### src/rtl/gpe_pkg.sv
package gpe_pkg;
  localparam int unsigned BYTE_W = 8;
  typedef logic [BYTE_W-1:0] byte_t;

  function automatic int unsigned clog2_min1(input int unsigned n);
    int unsigned r;
    r = 0;
    while ((1 << r) < n) r++;
    return (r == 0) ? 1 : r;
  endfunction
endpackage

### src/rtl/gpe_edge_detect.sv
module gpe_edge_detect #(
  parameter int unsigned W = 16
) (
  input  logic         clk,
  input  logic         rst,
  input  logic [W-1:0] evt_in,
  output logic [W-1:0] rise
);
  logic [W-1:0] evt_q;

  always_ff @(posedge clk) begin
    if (rst) evt_q <= '0;
    else     evt_q <= evt_in;
  end

  assign rise = evt_in & ~evt_q;
endmodule

### src/rtl/gpe_byte_lanes.sv
module gpe_byte_lanes
  import gpe_pkg::*;
#(
  parameter int unsigned ADDR_W    = 16,
  parameter int unsigned LANES     = 4,
  parameter int unsigned WIN_BYTES = 4,
  parameter logic [ADDR_W-1:0] BASE = 16'hAFE0,
  parameter int unsigned SIZE_W    = 3
) (
  input  logic                      acc_valid,
  input  logic                      acc_write,
  input  logic [ADDR_W-1:0]         acc_addr,
  input  logic [SIZE_W-1:0]         acc_size,
  input  logic [LANES*BYTE_W-1:0]   acc_wdata,
  input  logic [WIN_BYTES*BYTE_W-1:0] reg_view,
  output logic [WIN_BYTES-1:0]      wr_stb,
  output logic [WIN_BYTES*BYTE_W-1:0] wr_byte,
  output logic [LANES*BYTE_W-1:0]   rd_word
);
  localparam int unsigned OFF_W = clog2_min1(WIN_BYTES);

  logic [LANES-1:0]            lane_hit;
  logic [LANES-1:0][OFF_W-1:0] lane_off;

  for (genvar l = 0; l < LANES; l++) begin : g_lane
    logic [ADDR_W-1:0] lane_addr;
    logic [ADDR_W-1:0] rel;
    assign lane_addr   = acc_addr + ADDR_W'(l);
    assign rel         = lane_addr - BASE;
    assign lane_hit[l] = acc_valid && (SIZE_W'(l) < acc_size) &&
                         (rel < ADDR_W'(WIN_BYTES));
    assign lane_off[l] = rel[OFF_W-1:0];
    assign rd_word[l*BYTE_W +: BYTE_W] =
      lane_hit[l] ? reg_view[lane_off[l]*BYTE_W +: BYTE_W] : '0;
  end

  always_comb begin
    wr_stb  = '0;
    wr_byte = '0;
    for (int r = 0; r < WIN_BYTES; r++) begin
      for (int l = 0; l < LANES; l++) begin
        if (acc_write && lane_hit[l] && (lane_off[l] == OFF_W'(r))) begin
          wr_stb[r] = 1'b1;
          wr_byte[r*BYTE_W +: BYTE_W] = acc_wdata[l*BYTE_W +: BYTE_W];
        end
      end
    end
  end
endmodule

### src/rtl/gpe_reg_bank.sv
module gpe_reg_bank
  import gpe_pkg::*;
#(
  parameter int unsigned BANK_W = 16
) (
  input  logic                    clk,
  input  logic                    rst,
  input  logic [BANK_W-1:0]       rise,
  input  logic [2*BANK_W/8-1:0]   wr_stb,
  input  logic [2*BANK_W-1:0]     wr_byte,
  input  logic                    sci_en,
  output logic [BANK_W-1:0]       status_q,
  output logic [BANK_W-1:0]       enable_q,
  output logic                    sci
);
  localparam int unsigned BANK_BYTES = BANK_W / BYTE_W;

  logic [BANK_W-1:0] clr_mask;
  logic [BANK_W-1:0] status_d;
  logic [BANK_W-1:0] enable_d;

  always_comb begin
    clr_mask = '0;
    enable_d = enable_q;
    for (int b = 0; b < BANK_BYTES; b++) begin
      if (wr_stb[b])
        clr_mask[b*BYTE_W +: BYTE_W] = wr_byte[b*BYTE_W +: BYTE_W];
      if (wr_stb[BANK_BYTES+b])
        enable_d[b*BYTE_W +: BYTE_W] = wr_byte[(BANK_BYTES+b)*BYTE_W +: BYTE_W];
    end
    status_d = (status_q & ~clr_mask) | rise;
  end

  always_ff @(posedge clk) begin
    if (rst) begin
      status_q <= '0;
      enable_q <= '0;
      sci      <= 1'b0;
    end else begin
      status_q <= status_d;
      enable_q <= enable_d;
      sci      <= sci_en && (|(status_d & enable_d));
    end
  end
endmodule

### src/rtl/gpe_event_block.sv
module gpe_event_block
  import gpe_pkg::*;
#(
  parameter int unsigned ADDR_W    = 16,
  parameter logic [ADDR_W-1:0] BASE_ADDR = 16'hAFE0,
  parameter int unsigned BANK_W    = 16,
  parameter int unsigned HOST_BYTES = 4,
  parameter int unsigned SIZE_W    = 3
) (
  input  logic                         clk,
  input  logic                         rst,
  input  logic                         acc_valid,
  input  logic                         acc_write,
  input  logic [ADDR_W-1:0]            acc_addr,
  input  logic [SIZE_W-1:0]            acc_size,
  input  logic [HOST_BYTES*BYTE_W-1:0] acc_wdata,
  output logic                         rd_valid,
  output logic [HOST_BYTES*BYTE_W-1:0] rd_data,
  input  logic [BANK_W-1:0]            evt_in,
  input  logic                         sci_en,
  output logic                         sci
);
  localparam int unsigned WIN_BYTES = 2 * BANK_W / BYTE_W;
  localparam int unsigned HOST_W    = HOST_BYTES * BYTE_W;

  logic [BANK_W-1:0]           rise;
  logic [BANK_W-1:0]           status_q;
  logic [BANK_W-1:0]           enable_q;
  logic [WIN_BYTES-1:0]        wr_stb;
  logic [WIN_BYTES*BYTE_W-1:0] wr_byte;
  logic [HOST_W-1:0]           rd_word;
  logic [WIN_BYTES*BYTE_W-1:0] reg_view;

  assign reg_view = {enable_q, status_q};

  gpe_edge_detect #(.W(BANK_W)) u_edge (
    .clk    (clk),
    .rst    (rst),
    .evt_in (evt_in),
    .rise   (rise)
  );

  gpe_byte_lanes #(
    .ADDR_W    (ADDR_W),
    .LANES     (HOST_BYTES),
    .WIN_BYTES (WIN_BYTES),
    .BASE      (BASE_ADDR),
    .SIZE_W    (SIZE_W)
  ) u_lanes (
    .acc_valid (acc_valid),
    .acc_write (acc_write),
    .acc_addr  (acc_addr),
    .acc_size  (acc_size),
    .acc_wdata (acc_wdata),
    .reg_view  (reg_view),
    .wr_stb    (wr_stb),
    .wr_byte   (wr_byte),
    .rd_word   (rd_word)
  );

  gpe_reg_bank #(.BANK_W(BANK_W)) u_bank (
    .clk      (clk),
    .rst      (rst),
    .rise     (rise),
    .wr_stb   (wr_stb),
    .wr_byte  (wr_byte),
    .sci_en   (sci_en),
    .status_q (status_q),
    .enable_q (enable_q),
    .sci      (sci)
  );

  always_ff @(posedge clk) begin
    if (rst) begin
      rd_valid <= 1'b0;
      rd_data  <= '0;
    end else begin
      rd_valid <= acc_valid && !acc_write;
      rd_data  <= (acc_valid && !acc_write) ? rd_word : '0;
    end
  end
endmodule

### config.mk
export PLATFORM = sky130hd
export DESIGN_NAME = gpe_event_block
export DESIGN_NICKNAME = d
export VERILOG_FILES = /design/src/rtl/gpe_pkg.sv /design/src/rtl/gpe_edge_detect.sv /design/src/rtl/gpe_byte_lanes.sv /design/src/rtl/gpe_reg_bank.sv /design/src/rtl/gpe_event_block.sv
export SDC_FILE = /design/constraint.sdc
export NUM_CORES = 1
export LEC_CHECK = 0
export ABC_AREA = 1
export BUFFER_PORTS_ARGS = -buffer_cell sky130_fd_sc_hd__buf_2
export CAP_MARGIN = 0
export CORE_UTILIZATION = 46
export DETAILED_ROUTE_END_ITERATION = 6
export PLACE_DENSITY = 0.79
export SLEW_MARGIN = 20
export SYNTH_ARGS = -nofsm -noshare
export SYNTH_HDL_FRONTEND = slang
export SYNTH_SLANG_ARGS = --single-unit
export TNS_END_PERCENT = 50
### constraint.sdc
create_clock -name clk -period 3.9 [get_ports clk]
set_input_delay 0.39 -clock clk [delete_from_list [all_inputs] [get_ports clk]]
set_output_delay 0.39 -clock clk [all_outputs]
set_load 0.01 [all_outputs]
Word level (Yosys, flattened, before mapping). Cells that the tools add are included.

Output and inout port bits: 34. Memories: 0. ROM bits: 0. Memory bits (writable): 0. Logic and storage cells: 127. Latch bits: 0. Bits in registers: 82. Input bits: 72.

Multiplexer cells: 36. $add $sub $neg: 7. Equality and inequality tests: 12. Shift-type cells: 4. Magnitude comparators: 8. Divide/modulo/power cells: 0. Reduce and logical (&&, ||, !) cells: 40. Multiply operators: 0. Bitwise operators: 11.

Operators with widths (number): $mux 8 (20); $shiftx 32x6->8 (4); $lt 16x3->1 const B (4); $sub 16x16->16 const B (4); $and 16x16->16 (3); $add 16x2->16 const B (2); $not 16->16 (2); $logic_and 1x1->1 (30); $add 16x1->16 const B (1); $eq 2x2->1 const B (8); $mux 1 (16); $or 16x16->16 (1); $reduce_or 16->1 (1); $reduce_or 3->1 (4); $eq 2x1->1 const B (4); $logic_not 2->1 (4); $lt 1x3->1 const A (2); $lt 2x3->1 const A (2); $not 1->1 (5); $logic_not 1->1 (1).

Longest topological paths before layout.
Depth in word-level cells: 16. Gate-level depth with buffers: 30. Depth with buffers taken out: 27.

Hierarchy. Synthesis repeated with hierarchy kept, for this count alone.

Cell total of the unflattened synthesis: 1200. Area total of the unflattened synthesis: 6892.9 sq um.

Modules (own cells, without submodules): gpe_byte_lanes (area each 3913.8 sq um, seq. area each 0.0 sq um, times used 1, cells an instance 801); gpe_reg_bank (area each 1453.9 sq um, seq. area each 660.6 sq um, times used 1, cells an instance 229); gpe_event_block (area each 968.4 sq um, seq. area each 660.6 sq um, times used 1, cells an instance 104); gpe_edge_detect (area each 556.8 sq um, seq. area each 320.3 sq um, times used 1, cells an instance 66).

Worst setup path after synthesis. Ideal clock, no wire load.

Path kind: input-to-reg. Start point: input acc_addr[1]. End point: register u_bank.sci. Path buffers: 2. Arrival time: 2.974 ns. Data required time: 3.789 ns. Setup slack: 0.815 ns. Setup time: 0.111 ns. Stages: 25. Cell sequence: inv_1 clkbuf_1 ha_1 clkbuf_2 nor2_1 nand2_1 nand2_2 nand2_1 nand2_1 a21oi_1 nand3_1 nor2_2 nand4_2 inv_2 a21oi_1 nand2_1 nand2_1 nand2_1 nand2_1 nand2_1 nand2_1 nor2_1 nand2_1 nor2_1 nor2_1.

Word-level cells in the longest chain between the ends: 16. Elaborated cells between the ends (all ways): 93. Those cells by class: 7 x add/sub; 4 x order compare; 12 x eq/ne; 36 x mux; 4 x bitwise; 30 x reduce/logical.

RTL lines: start, declared (line gpe_event_block.sv:14) `input logic [ADDR_W-1:0] acc_addr,`; $add 16x1->16 or $sub 16x16->16 (tied branches) (line gpe_byte_lanes.sv:28, gpe_byte_lanes.sv:29); $sub 16x16->16 or $lt 16x3->1 (tied branches) (line gpe_byte_lanes.sv:29, gpe_byte_lanes.sv:31); $lt 16x3->1 or $logic_and 1x1->1 (tied branches) (line gpe_byte_lanes.sv:31, gpe_byte_lanes.sv:30); $logic_and 1x1->1 (on tied branches) (line gpe_byte_lanes.sv:30, gpe_byte_lanes.sv:42); $logic_and 1x1->1 (line gpe_byte_lanes.sv:42) `if (acc_write && lane_hit[l] && (lane_off[l] == OFF_W'(r))) begin`; $logic_and 1x1->1, or another cell as far along (line gpe_byte_lanes.sv:42); $mux 8 or $mux 1 (tied branches) (3 in series) (line gpe_byte_lanes.sv:42); $mux 8 (line gpe_reg_bank.sv:26) `if (wr_stb[b])`; $not 16->16 (line gpe_reg_bank.sv:31) `status_d = (status_q & ~clr_mask) | rise;`; $and 16x16->16 (line gpe_reg_bank.sv:31); $or 16x16->16 (line gpe_reg_bank.sv:31); $and 16x16->16 * (line gpe_reg_bank.sv:42) `sci <= sci_en && (|(status_d & enable_d));`; $reduce_or 16->1 * (line gpe_reg_bank.sv:42); $logic_and 1x1->1 * (line gpe_reg_bank.sv:42); end signal, assigned (line gpe_reg_bank.sv:42); end, declared (line gpe_reg_bank.sv:14) `output logic sci`.

Every way passes the cells marked *; elsewhere a longest branch is shown, timed or not. A chain may end at the register's enable or synchronous reset.

Worst setup path after layout.
Start point: input acc_addr[5]. End point: register u_bank.sci.

Same word-level chain as after synthesis.

==> out/metrics.yaml <==
io_buffers: 105
worst_path_largest_cell_delay_ps: 340
die_x_um: 126
gr-usage-met2: 0.504
num-fill-cells: 1631
cp_cell_sequence: "buf_2, inv_2, ha_1, inv_1, nor2_1, nand2_1, nand2_1, nand3_1, nand2_1, inv_1, nor2_1, nand3_1, nor2_4, nand3_1, nand3_2, nand3_1, nor2_1, nor2_1, nand2_1, nand2_1, nor2_1, nand2_1, nor2_1, nor2_1"
grt_use_total: 0.312
p_seq_frac: 0.402
ir_worst_vdd_mv: 0.239
slowest_stage: "nand3_1"
post-route-min-period_ps: 3520
fin_nets: 1417
min-delay-path-class: "primary input to register"
tns_ps: 0
synth_xor_xnor_area_share: 0.0123
num_rows: 45
core_mm2: 0.0151
start_util: 0.469
powerDensity_mw_per_mm2: 270
busiest_layer: "met2"
yosys.area_share.simple: 0.522
ys_types: 37
die_y_um: 126
viasPerCell: 5.53
path_max_fanout: 11
rr_startpoint: "u_bank.enable_q[2]"
cts_num_sinks: 82
critPathKind: "primary input to register"
grt_util_met3: 0.0464
setup_slack_ps: 384
ios: 106
crit_family: "simple AND/OR/NAND/NOR gates"
ys_seq_area_frac: 0.231
mostFrequentLayoutCell: "nand2_1"
switching_share: 0.301
finalPower_mw: 2.17
whs_ps: 249
clock_skew_ps: 8.00
synth-compound-area-share: 0.111
synthTopCellsByArea: "dfxtp_1 (23%), nand2_1 (21%), nor2_1 (10%)"
syn_area_mm2: 0.00711
dp_hpwl_um: 19600
drt_iter0_drc: 965
syn_avg_cell_area_um2: 5.68
switchingPower_mw: 0.653
relSlewSlack: 0.313
ys_warn_count: 0
syn_inst: 1251
worstMarginPinSlew_ps: 1030
grt_pass1_wl_um: 38800
ctsHtreeMaxLevel: 3
endpoint_kind: "register"
clock.fmax_ghz: 0.284
ant_nets: 0
startpoint: "acc_addr[5]"
ctsResizeCount: 0
rsz0062_at_grt: "false"
clk_pin_slew_ps: 60
synthToLayoutAreaGrowth_pct: 12.8
post_cts_buffers: 0
setup_viol_count_final: 0
maxCapViolCount: 0
critPathMostFrequentCell: "nor2_1"
min_from: "evt_in[4]"
numCtsBuffers: 9
grt.overflow.total: 0
cts_hold_buf: 0
layout_common_cells: "nand2_1 (403), nor2_1 (195), inv_1 (115)"
clockBufferDepth: 2
p_int_mw: 1.51
drc: 0
post-place-ws_ps: 136
synth_top_family_by_area: "simple AND/OR/NAND/NOR gates"
wl_um: 24700
antenna_found_initial: 0
finalHoldViolCount: 0
drv_slew: 0
critical_path_buf_inv_count: 4
pwr-share-comb: 0.191
synth_fa_ha_area_frac: 0.0211
cp-start-kind: "primary input"
run_status: "completed"
ys_ff_latch: 82
vias: 8445
syn_nets: 1335
power.share.clock: 0.407
leakagePower_nw: 4.17
wl_per_cell_um: 16.2
fin_crit_sh: 0.902
drive_gt1_frac: 0.164
required_ps: 4150
dieArea_mm2: 0.0160
grt_use_met1: 0.424
firstDrtPassIters: 7
grt_pass1_vias: 7476
grt_max_degree: 65
yosys.area.top_type: "dfxtp_1"
synth_top_area_frac: 0.231
clk-insertion-delay-late_ps: 350
critPathArrivalTime_ps: 3760
diodes: 0
gp_congestion: 1.05
synth.area.mux_share: 0.00141
cts_tree: "done"
cts_root_buf: "clkbuf_16"
[flip-flops by register name, indices dropped and copies added (netlist names)]
signal           flops
u_bank.enable_q     16
rd_data             32
u_bank.status_q     16
u_edge.evt_q        16
rd_valid             1
u_bank.sci           1
[synth_stat cells]
master	n
nor3b_1	1
clkbuf_1	18
a21oi_2	1
nand2_1	403
xnor2_1	1
o21ai_1	20
nand4_2	6
ha_1	12
inv_4	1
a211oi_1	24
nand4_4	2
or2_2	24
inv_2	11
nor2_2	13
nand4_1	44
nor2_1	195
clkinv_1	1
buf_1	1
nor2_4	9
xor2_1	9
clkbuf_2	1
buf_6	4
nand3b_1	2
nor3_1	19
mux2i_1	1
inv_1	115
or2_1	1
nand3_2	9
buf_4	6
and2_1	2
a21oi_1	49
o21ai_0	50
o22ai_1	1
dfxtp_1	82
nand3_1	87
nand2_2	13
buf_2	13
[logic make-up (layout without fill, tap and decap cells)]
group,count (synthesis),after routing
simple gates,830,830
buf+inv,171,258
compound gates,145,145
flops,82,82
fa+ha+maj,12,12
xor+xnor,10,10
mux,1,1
[final cells by class]
cell class / count / area, µm² / area share
timing repair buffer: 114 / 593 / 0.0740
clock buffer: 11 / 253 / 0.0315
multi-input combinational: 998 / 4750 / 0.593
inverter: 128 / 483 / 0.0602
sequential: 82 / 1640 / 0.205
clock inverter: 5 / 61.3 / 0.00765
tap: 188 / 235 / 0.0293
[power by group through the flow]
stage	sequential [mW]	clock [mW]	combinational, mW
final	0.872	0.882	0.414
after floorplan	0.885	0	0.267
after global routing	0.874	0.920	0.457
after detailed placement	0.890	0	0.402
after CTS	0.872	0.884	0.405
after global placement	0.889	0	0.400
[final timing paths]
kind	end	slack (ps)	cells past startpoint
worst min register to register	u_bank.status_q[1]	500	2
worst max register to register	u_bank.sci	2650	10
worst min-delay path	u_edge.evt_q[4]	250	3
worst max-delay path	u_bank.sci	380	24
[layer usage]
metal	part of all wire	wire length, µm
met5	0	0
met4	0.027	671
met3	0.088	2180
met2	0.45	11100
met1	0.44	10800
[worst min-delay path: cells and delay by family]
kind	cells	cell delay (ps)
buf+inv	2	100
simple gates	1	60
[through the flow]
step,util,instances,instance area [µm²]
CTS,0.529,1526,8020
global route,0.529,1526,8020
global placement,0.509,1510,7700
floorplan,-,1251,7110
finish,0.529,1526,8020
detailed placement,0.509,1510,7700
Power figures use the tool's default switching activity.
